### src/rtl/exc_drv_pkg.sv
// Shared definitions for the bridge excitation driver.
// Phase encoding: the two gap states record which drive phase comes next.
package exc_drv_pkg;

    typedef enum logic [1:0] {
        PH_NORM        = 2'd0,  // true line driven
        PH_GAP_TO_REV  = 2'd1,  // dead cycle after normal phase
        PH_REV         = 2'd2,  // complement line driven
        PH_GAP_TO_NORM = 2'd3   // dead cycle after reversed phase
    } exc_phase_t;

endpackage

### src/rtl/exc_phase_timer.sv
// Counts master clock cycles within one drive phase.
// Assumes: run is high only while a drive phase is active and enabled;
// a half period of zero is treated as one cycle.
module exc_phase_timer #(
    parameter int PER_W = 16
) (
    input  logic             clk,
    input  logic             rst_n,
    input  logic             run,
    input  logic [PER_W-1:0] half_period,
    output logic             expire
);
    localparam logic [PER_W-1:0] ONE = PER_W'(1);

    logic [PER_W-1:0] cnt;
    logic [PER_W-1:0] last_idx;

    // Index of the final cycle of a phase, clamped for a zero period.
    always_comb begin
        last_idx = (half_period == '0) ? '0 : half_period - ONE;
        expire   = run && (cnt >= last_idx);
    end

    // Cycle counter, cleared when idle or at the end of a phase.
    always_ff @(posedge clk) begin
        if (!rst_n) begin
            cnt <= '0;
        end else if (!run || expire) begin
            cnt <= '0;
        end else begin
            cnt <= cnt + ONE;
        end
    end
endmodule

### src/rtl/exc_phase_fsm.sv
// Phase sequencer: normal -> gap -> reversed -> gap -> normal.
// Assumes expire is only asserted while run is high. Disabling in a
// reversed phase goes through a gap; disabling in a gap lands in normal.
module exc_phase_fsm
    import exc_drv_pkg::*;
(
    input  logic       clk,
    input  logic       rst_n,
    input  logic       enable,
    input  logic       expire,
    output logic       run,
    output exc_phase_t phase_nxt
);
    exc_phase_t phase_q;

    // Timer runs only in a drive phase while enabled.
    always_comb begin
        run = enable && ((phase_q == PH_NORM) || (phase_q == PH_REV));
    end

    // Next-phase selection.
    always_comb begin
        phase_nxt = phase_q;
        unique case (phase_q)
            PH_NORM:        if (enable && expire) phase_nxt = PH_GAP_TO_REV;
            PH_GAP_TO_REV:  phase_nxt = enable ? PH_REV : PH_NORM;
            PH_REV:         if (!enable || expire) phase_nxt = PH_GAP_TO_NORM;
            PH_GAP_TO_NORM: phase_nxt = PH_NORM;
            default:        phase_nxt = PH_NORM;
        endcase
    end

    // Phase register, parked in normal polarity at reset.
    always_ff @(posedge clk) begin
        if (!rst_n) begin
            phase_q <= PH_NORM;
        end else begin
            phase_q <= phase_nxt;
        end
    end
endmodule

### src/rtl/exc_out_stage.sv
// Registered output decode so the pins come straight from flops.
// Assumes the incoming phase is the sequencer's next phase, keeping the
// pins aligned with the sequencer state.
module exc_out_stage
    import exc_drv_pkg::*;
(
    input  logic       clk,
    input  logic       rst_n,
    input  exc_phase_t phase_nxt,
    output logic       exc_pos,
    output logic       exc_neg,
    output logic       phase_rev
);
    // Output flops: true line high only in normal, complement only in reversed.
    always_ff @(posedge clk) begin
        if (!rst_n) begin
            exc_pos   <= 1'b1;
            exc_neg   <= 1'b0;
            phase_rev <= 1'b0;
        end else begin
            exc_pos   <= (phase_nxt == PH_NORM);
            exc_neg   <= (phase_nxt == PH_REV);
            phase_rev <= (phase_nxt == PH_REV) || (phase_nxt == PH_GAP_TO_NORM);
        end
    end
endmodule

### src/rtl/bridge_exc_driver.sv
// Top: complementary bridge excitation control with one-cycle dead time.
// Assumes all inputs are synchronous to clk.
module bridge_exc_driver
    import exc_drv_pkg::*;
#(
    parameter int PER_W = 16
) (
    input  logic             clk,
    input  logic             rst_n,
    input  logic             ac_en,
    input  logic             chop_en,
    input  logic [PER_W-1:0] half_period,
    output logic             exc_pos,
    output logic             exc_neg,
    output logic             phase_rev
);
    logic       enable;
    logic       run;
    logic       expire;
    exc_phase_t phase_nxt;

    // Toggling needs both modes on.
    always_comb begin
        enable = ac_en && chop_en;
    end

    exc_phase_timer #(.PER_W(PER_W)) i_timer (
        .clk         (clk),
        .rst_n       (rst_n),
        .run         (run),
        .half_period (half_period),
        .expire      (expire)
    );

    exc_phase_fsm i_fsm (
        .clk       (clk),
        .rst_n     (rst_n),
        .enable    (enable),
        .expire    (expire),
        .run       (run),
        .phase_nxt (phase_nxt)
    );

    exc_out_stage i_out (
        .clk       (clk),
        .rst_n     (rst_n),
        .phase_nxt (phase_nxt),
        .exc_pos   (exc_pos),
        .exc_neg   (exc_neg),
        .phase_rev (phase_rev)
    );
endmodule

### config.mk
export PLATFORM = sky130hd
export DESIGN_NAME = bridge_exc_driver
export DESIGN_NICKNAME = d
export VERILOG_FILES = /design/src/rtl/exc_drv_pkg.sv /design/src/rtl/exc_phase_timer.sv /design/src/rtl/exc_phase_fsm.sv /design/src/rtl/exc_out_stage.sv /design/src/rtl/bridge_exc_driver.sv
export SDC_FILE = /design/constraint.sdc
export NUM_CORES = 1
export LEC_CHECK = 0
export BUFFER_PORTS_ARGS = -buffer_cell sky130_fd_sc_hd__buf_2
export CORE_MARGIN = 10
export CORE_UTILIZATION = 52
export DETAILED_ROUTE_END_ITERATION = 8
export PLACE_DENSITY_LB_ADDON = 0.15
export SLEW_MARGIN = 20
export SYNTH_ARGS = -nofsm -noshare
export SYNTH_HDL_FRONTEND = slang
export SYNTH_SLANG_ARGS = --single-unit
### constraint.sdc
create_clock -name clk -period 3 [get_ports clk]
set_clock_uncertainty 0.2 [all_clocks]
set_input_delay 0.3 -clock clk [delete_from_list [all_inputs] [get_ports clk]]
set_output_delay 0.3 -clock clk [all_outputs]
set_load 0.1 [all_outputs]
==> results_dict.tcl, run 1 <==
set metrics [dict create \
    outcome "finished clean" \
    grt_use_met3 0.0420 \
    critPathKind "in2reg" \
    async_flop_share 0 \
    power.total_uw 534 \
    required_ps 2990 \
    worst-path-max-fanout 14 \
    end_kind "flop" \
    die_height_um 77.0 \
    syn-num-nets 237 \
    clockRootBuffer "clkbuf_4" \
    fin_util 0.679 \
    drt-total-wl_mm 4.29 \
    grt_max_degree 17 \
    synth_top_area_frac 0.249 \
    synth-compound-area-share 0.158 \
    antenna_found_initial 0 \
    synth_mux_area_frac 0 \
    synth_flop_cell "dfxtp_1" \
    row_count 20 \
    dp_hpwl_mm 3.49 \
    synth_top_family_by_area "simple AND/OR/NAND/NOR gates" \
    period_share 0.988 \
    avgRoutedWirePerCell_um 14.9 \
    slew_violations 0 \
    gp_congestion 0.872 \
    dieArea_mm2 0.00593 \
    start_util 0.549 \
    grt_pass1_wl_mm 7.31 \
    htreeDepth 1 \
    yosys.cell_types.count 42 \
    route.antenna.remaining_nets 0 \
    yosysWarnings 0 \
    grt_pass1_vias 1706 \
    drive_above_1_share 0.265 \
    clkSinkCount 21 \
    cts_made_buffers 3 \
    cp-start-kind "input pin" \
    synthAdderAreaFrac 0.141 \
    clk_pin_slew_ps 110 \
    route.detailed.drc 0 \
    syn_inst 198 \
    period_minus_slack_ps 2960 \
    num_io_pins 23 \
    coreArea_mm2 0.00308 \
    hold_class "in2reg" \
    area_growth_pct 23.7 \
    worst_slew_pin_slew_ps 487 \
    synth-seq-area-share 0.249 \
    grt_use_total 0.142 \
    power_density_mw_per_mm2 256 \
    die_x_um 77.0 \
    clkLatencyLatePin_ps 300 \
    vias 1722 \
    grt-busiest-layer "met2" \
    tritoncts "yes" \
    setup_violations 0 \
    grt_use_met2 0.261 \
    rsz0062_at_grt "yes" \
    setup_ws_ps 37.2 \
    synth_area_leaders "dfxtp_1 (25%), ha_1 (14%), xnor2_1 (9.3%)" \
    synth_edf_count 0 \
    antenna_cells 0 \
    met1_usage 0.157 \
    clk_path_buf_depth 2 \
    fin_nets 285 \
    synth-simple-area-share 0.307 \
    syn_area_mm2 0.00169 \
    maxSlewHeadroom 0.677 \
    cap_violations 0 \
    synth_xor_area_frac 0.114 \
    leakage_uw 0.000820 \
    pre_cts_ws_ps -257 \
    num-fill-cells 269 \
    io_buffers 22 \
    overflow 0 \
    tns_ps 0 \
    ir_worst_vdd_mv 0.256 \
    drtIter0Drc 77 \
    synth.largest_area_cell "dfxtp_1" \
    hold_viol 0 \
    viasPerCell 5.96 \
    synth-seq-cells 21 \
    fmax_mhz 338 \
    drtPass1Iterations 4 \
    syn_area_per_cell_um2 8.53 \
    critPathArrivalTime_ps 2950 \
]
## routing by layer
metal	vias to the layer above	wire, µm
met5	-	0
met4	0	93
met3	10	239
met2	51	2240
met1	814	1720
li1	847	-
## state kept, by name, indices dropped and copies added, names as in the netlist
signal and cells:
i_out.exc_pos 1, i_timer.cnt 16, i_out.phase_rev 1, i_fsm.phase_q 2, i_out.exc_neg 1
## placed cells by master, fill, tap and decap left out, types with 3 or more instances in the layout
cell | synthesis | routed
nor3_1 | 5 | 4
nand3_1 | 8 | 8
xnor2_1 | 18 | 18
ha_1 | 19 | 19
o21a_1 | 3 | 3
nand4_1 | 6 | 6
nor4_1 | 20 | 19
xor2_1 | 4 | 4
nand3b_1 | 3 | 3
o31a_1 | 3 | 3
inv_1 | 6 | 6
or3_1 | 5 | 3
nor2_1 | 10 | 10
o21ai_0 | 8 | 7
a21oi_1 | 5 | 5
clkbuf_4 | 0 | 3
buf_4 | 1 | 25
dfxtp_1 | 21 | 21
nand2_1 | 23 | 21
buf_2 | 1 | 22
## layout make-up
cell class / instances / area (µm²) / share of cell area
Multi-Input combinational cell: 166 / 1250 / 0.597
Sequential cell: 21 / 420 / 0.201
Timing Repair Buffer: 48 / 318 / 0.152
Tap cell: 44 / 55.1 / 0.0263
Clock buffer: 4 / 26.3 / 0.0126
Inverter: 6 / 22.5 / 0.0108
## kinds of logic after synthesis
group                    after synthesis
adder cells (fa/ha/maj)               19
buffers and inverters                 11
flip-flops                            21
AND/OR/NAND/NOR                       92
XOR/XNOR                              22
AO/OA/AOI/OAI                         33
## synth_stat cells, types with 2 or more instances
cell / count
xnor2_1: 18
nor3_1: 5
o21a_1: 3
nand4_1: 6
nand2_1: 23
nor2_1: 10
o21ai_0: 8
a21oi_1: 5
xor2_1: 4
a2111oi_2: 2
dfxtp_1: 21
and3_1: 2
ha_1: 19
clkbuf_1: 2
nand3_1: 8
nand2b_1: 2
a21boi_0: 2
nand3b_1: 3
or3_1: 5
o211ai_1: 2
nor4_1: 20
inv_1: 6
o31a_1: 3
## repair_timing
action,in CTS,in global routing
endpoints found under the setup margin,0,18
buffers inserted,0,1
gates resized for setup,0,3
hold buffers,0,0
## path summary, 6_finish.rpt
| kind | start | endpoint | slack, ps | cells past startpoint |
|---|---|---|---|---|
| max reg2reg | i_timer.cnt[0]$_SDFF_PP0_ | i_timer.cnt[14]$_SDFF_PP0_ | 820 | 5 |
| min reg2reg | i_timer.cnt[0]$_SDFF_PP0_ | i_timer.cnt[0]$_SDFF_PP0_ | 300 | 1 |
| max | half_period[5] | i_timer.cnt[6]$_SDFF_PP0_ | 40 | 13 |
| min | rst_n | i_out.exc_pos$_SDFF_PN1_ | 20 | 2 |
## through the flow
| stage | std cells | instance area, µm² | hold slack (ps) |
|---|---|---|---|
| 5_1_grt | 289 | 2090 | 15.1 |
| 2_1_floorplan | 198 | 1720 | 191 |
| 6_report | 289 | 2090 | 24.6 |
| 3_5_place_dp | 284 | 2040 | 283 |
| 3_3_place_gp | 284 | 2040 | 271 |
| 4_1_cts | 288 | 2070 | 13.7 |
## where the power goes
group / switching [µW] / leakage, µW / internal [µW] / total, µW
clock network: 80.5 / 0.0000150 / 51.8 / 132
logic: 63.1 / 0.000636 / 54.8 / 118
registers: 2.09 / 0.000170 / 282 / 284
## worst max-delay path, stage by stage
cell and delay, ps:
buf_2 120, nor4_4 260, buf_4 180, nand4_1 250, buf_4 240, xnor2_1 170, nand2_2 70, ha_1 280
nand2_1 70, or3_4 390, a311oi_4 280, buf_4 250, nor4_1 80
Note: power is estimated with default switching activity, not from simulation.
==> run 2: changes to the inputs <==
--- a/config.mk
+++ b/config.mk
@@ -7,7 +7,7 @@
 export LEC_CHECK = 0
 export BUFFER_PORTS_ARGS = -buffer_cell sky130_fd_sc_hd__buf_2
 export CORE_MARGIN = 10
-export CORE_UTILIZATION = 52
+export CORE_UTILIZATION = 30
 export DETAILED_ROUTE_END_ITERATION = 8
 export PLACE_DENSITY_LB_ADDON = 0.15
 export SLEW_MARGIN = 20
==> run 2 against run 1 <==
Compared with the run above:
- the flow now finishes with violations (negative setup slack)
- register-to-register slack got worse by 30 ps
- non-clock buffer count up 6
- power increased by 11%
- count of clock-buffer cells in the layout unchanged
- global-route usage decreased by 4.7 points
- first-iteration DRC count down 9.1%
- utilization is 25 points lower
- hold slack better by 40 ps
- critical endpoint is now i_timer.cnt[14]$_SDFF_PP0_
==> results_dict.tcl, run 2 (same netlist as run 1, synthesis figures left out) <==
set metrics [dict create \
    clk_path_buf_depth 2 \
    slew_violations 0 \
    period_minus_slack_ps 3020 \
    viasPerCell 5.08 \
    grt_use_met2 0.146 \
    final_common_cell "buf_4" \
    dieArea_mm2 0.00903 \
    antenna_found_initial 0 \
    avgRoutedWirePerCell_um 13.3 \
    htreeDepth 1 \
    tns_ps -104 \
    largest_register "i_timer.cnt" \
    hold_viol 0 \
    required_ps 2930 \
    clkLatencyLatePin_ps 260 \
    outcome "finished with violations" \
    critPathKind "in2reg" \
    cts_made_buffers 3 \
    grt_max_degree 20 \
    area_growth_pct 38.3 \
    ir_worst_vdd_mv 0.149 \
    drt-total-wl_mm 4.31 \
    vias 1647 \
    clockRootBuffer "clkbuf_8" \
    slowest_delay_ps 440 \
    leakage_uw 0.000890 \
    worst-path-max-fanout 7 \
    cp-start-kind "input pin" \
    grt_pass1_vias 1515 \
    cap_violations 0 \
    maxSlewHeadroom 0.678 \
    postLayoutCellArea_mm2 0.00234 \
    grt_pass1_wl_mm 6.99 \
    drtPass1Iterations 4 \
    period_share 1.01 \
    hold_class "in2reg" \
    grt-busiest-layer "met2" \
    start_util 0.309 \
    postPlaceCellArea_mm2 0.00213 \
    largest_register_ffs 16 \
    gp_congestion 0.758 \
    met1_usage 0.128 \
    fmax_mhz 331 \
    clkSinkCount 21 \
    largestRegisters "i_timer.cnt x16, i_fsm.phase_q x2" \
    clk_pin_slew_ps 70 \
    holdWs_ps 65.0 \
    die_x_um 95.0 \
    die_height_um 95.0 \
    setup_violations 14 \
    antenna_cells 0 \
    path_cells "buf_6 > or3_4 > or2_4 > or3_4 > buf_6 > nand2_4 > ha_4 > nand2_4 > or3_4 > a311oi_4 > clkbuf_16 > a2111oi_4" \
    route.detailed.drc 0 \
    row_count 27 \
    overflow 0 \
    dp_hpwl_mm 3.35 \
    num_io_pins 23 \
    fin_nets 292 \
    grt_use_met3 0.0291 \
    rsz0062_at_grt "yes" \
    end_kind "flop" \
    num-fill-cells 583 \
    route.antenna.remaining_nets 0 \
    power_density_mw_per_mm2 253 \
    cpMostUsedCell "or3_4" \
    worst_slew_pin_slew_ps 486 \
    grt_use_total 0.0943 \
    drtIter0Drc 70 \
    slowest_stage "or3_4" \
    io_buffers 22 \
    drive_above_1_share 0.310 \
    setup_ws_ps -18.7 \
    critPathArrivalTime_ps 2940 \
    tritoncts "yes" \
    power.total_uw 591 \
    coreArea_mm2 0.00547 \
    failed_checks "negative setup slack" \
    layout_common_cells "buf_4 (26), dfxtp_1 (21), buf_2 (20), nand2_1 (19), nor4_1 (19)" \
]
run 2: path summary, 6_finish.rpt:
path                              startpoint                         end  slack, ps  cells after the start
setup / recovery             half_period[12]  i_timer.cnt[14]$_SDFF_PP0_        -20                     12
hold / removal                         rst_n    i_out.exc_pos$_SDFF_PN1_         60                      2
setup reg to reg  i_timer.cnt[10]$_SDFF_PP0_  i_timer.cnt[14]$_SDFF_PP0_        790                      6
hold reg to reg    i_timer.cnt[0]$_SDFF_PP0_   i_timer.cnt[0]$_SDFF_PP0_        300                      1
run 2: final cells by class:
cell class	count	area (µm²)	area share
clock buffer	4	45.0	0.0193
tap	72	90.1	0.0386
sequential	21	420	0.180
inverter	6	22.5	0.00964
timing repair buffer	54	439	0.188
multi-input combinational	167	1320	0.565
run 2: critical path: cells and delay by family:
family,cells,cell delay [ps]
AO/OA/AOI/OAI,2,440
AND/OR/NAND/NOR,6,1590
buffers and inverters,3,470
adder cells (fa/ha/maj),1,140
run 2: power by group:
part	internal, µW	switching [µW]
Sequential	282	2.10
Clock	94.6	88.7
Combinational	60.0	63.7
run 2: per-layer routing:
| metal | part of all wire | vias to the layer above | wire [µm] |
|---|---|---|---|
| met5 | 0 | - | 0 |
| met4 | 0.0049 | 0 | 21 |
| li1 | - | 858 | - |
| met2 | 0.46 | 28 | 1980 |
| met1 | 0.48 | 757 | 2070 |
| met3 | 0.057 | 4 | 246 |
run 2: timing repair:
| item | CTS | global route |
|---|---|---|
| hold buffers | 0 | 0 |
| resized for setup | 1 | 19 |
| pin swaps | 0 | 11 |
| endpoints found under the setup margin | 19 | 19 |
| buffers inserted | 0 | 1 |
| endpoints found under the hold margin | 0 | 0 |
| cloned | 0 | 3 |
run 2: stage by stage:
step	utilization	setup WS, ps	std cells
after floorplan	-	-154	198
after global placement	0.389	-373	316
after detailed placement	0.389	-387	316
after CTS	0.398	13.2	320
after global routing	0.427	-89.4	324
final	0.427	-18.7	324
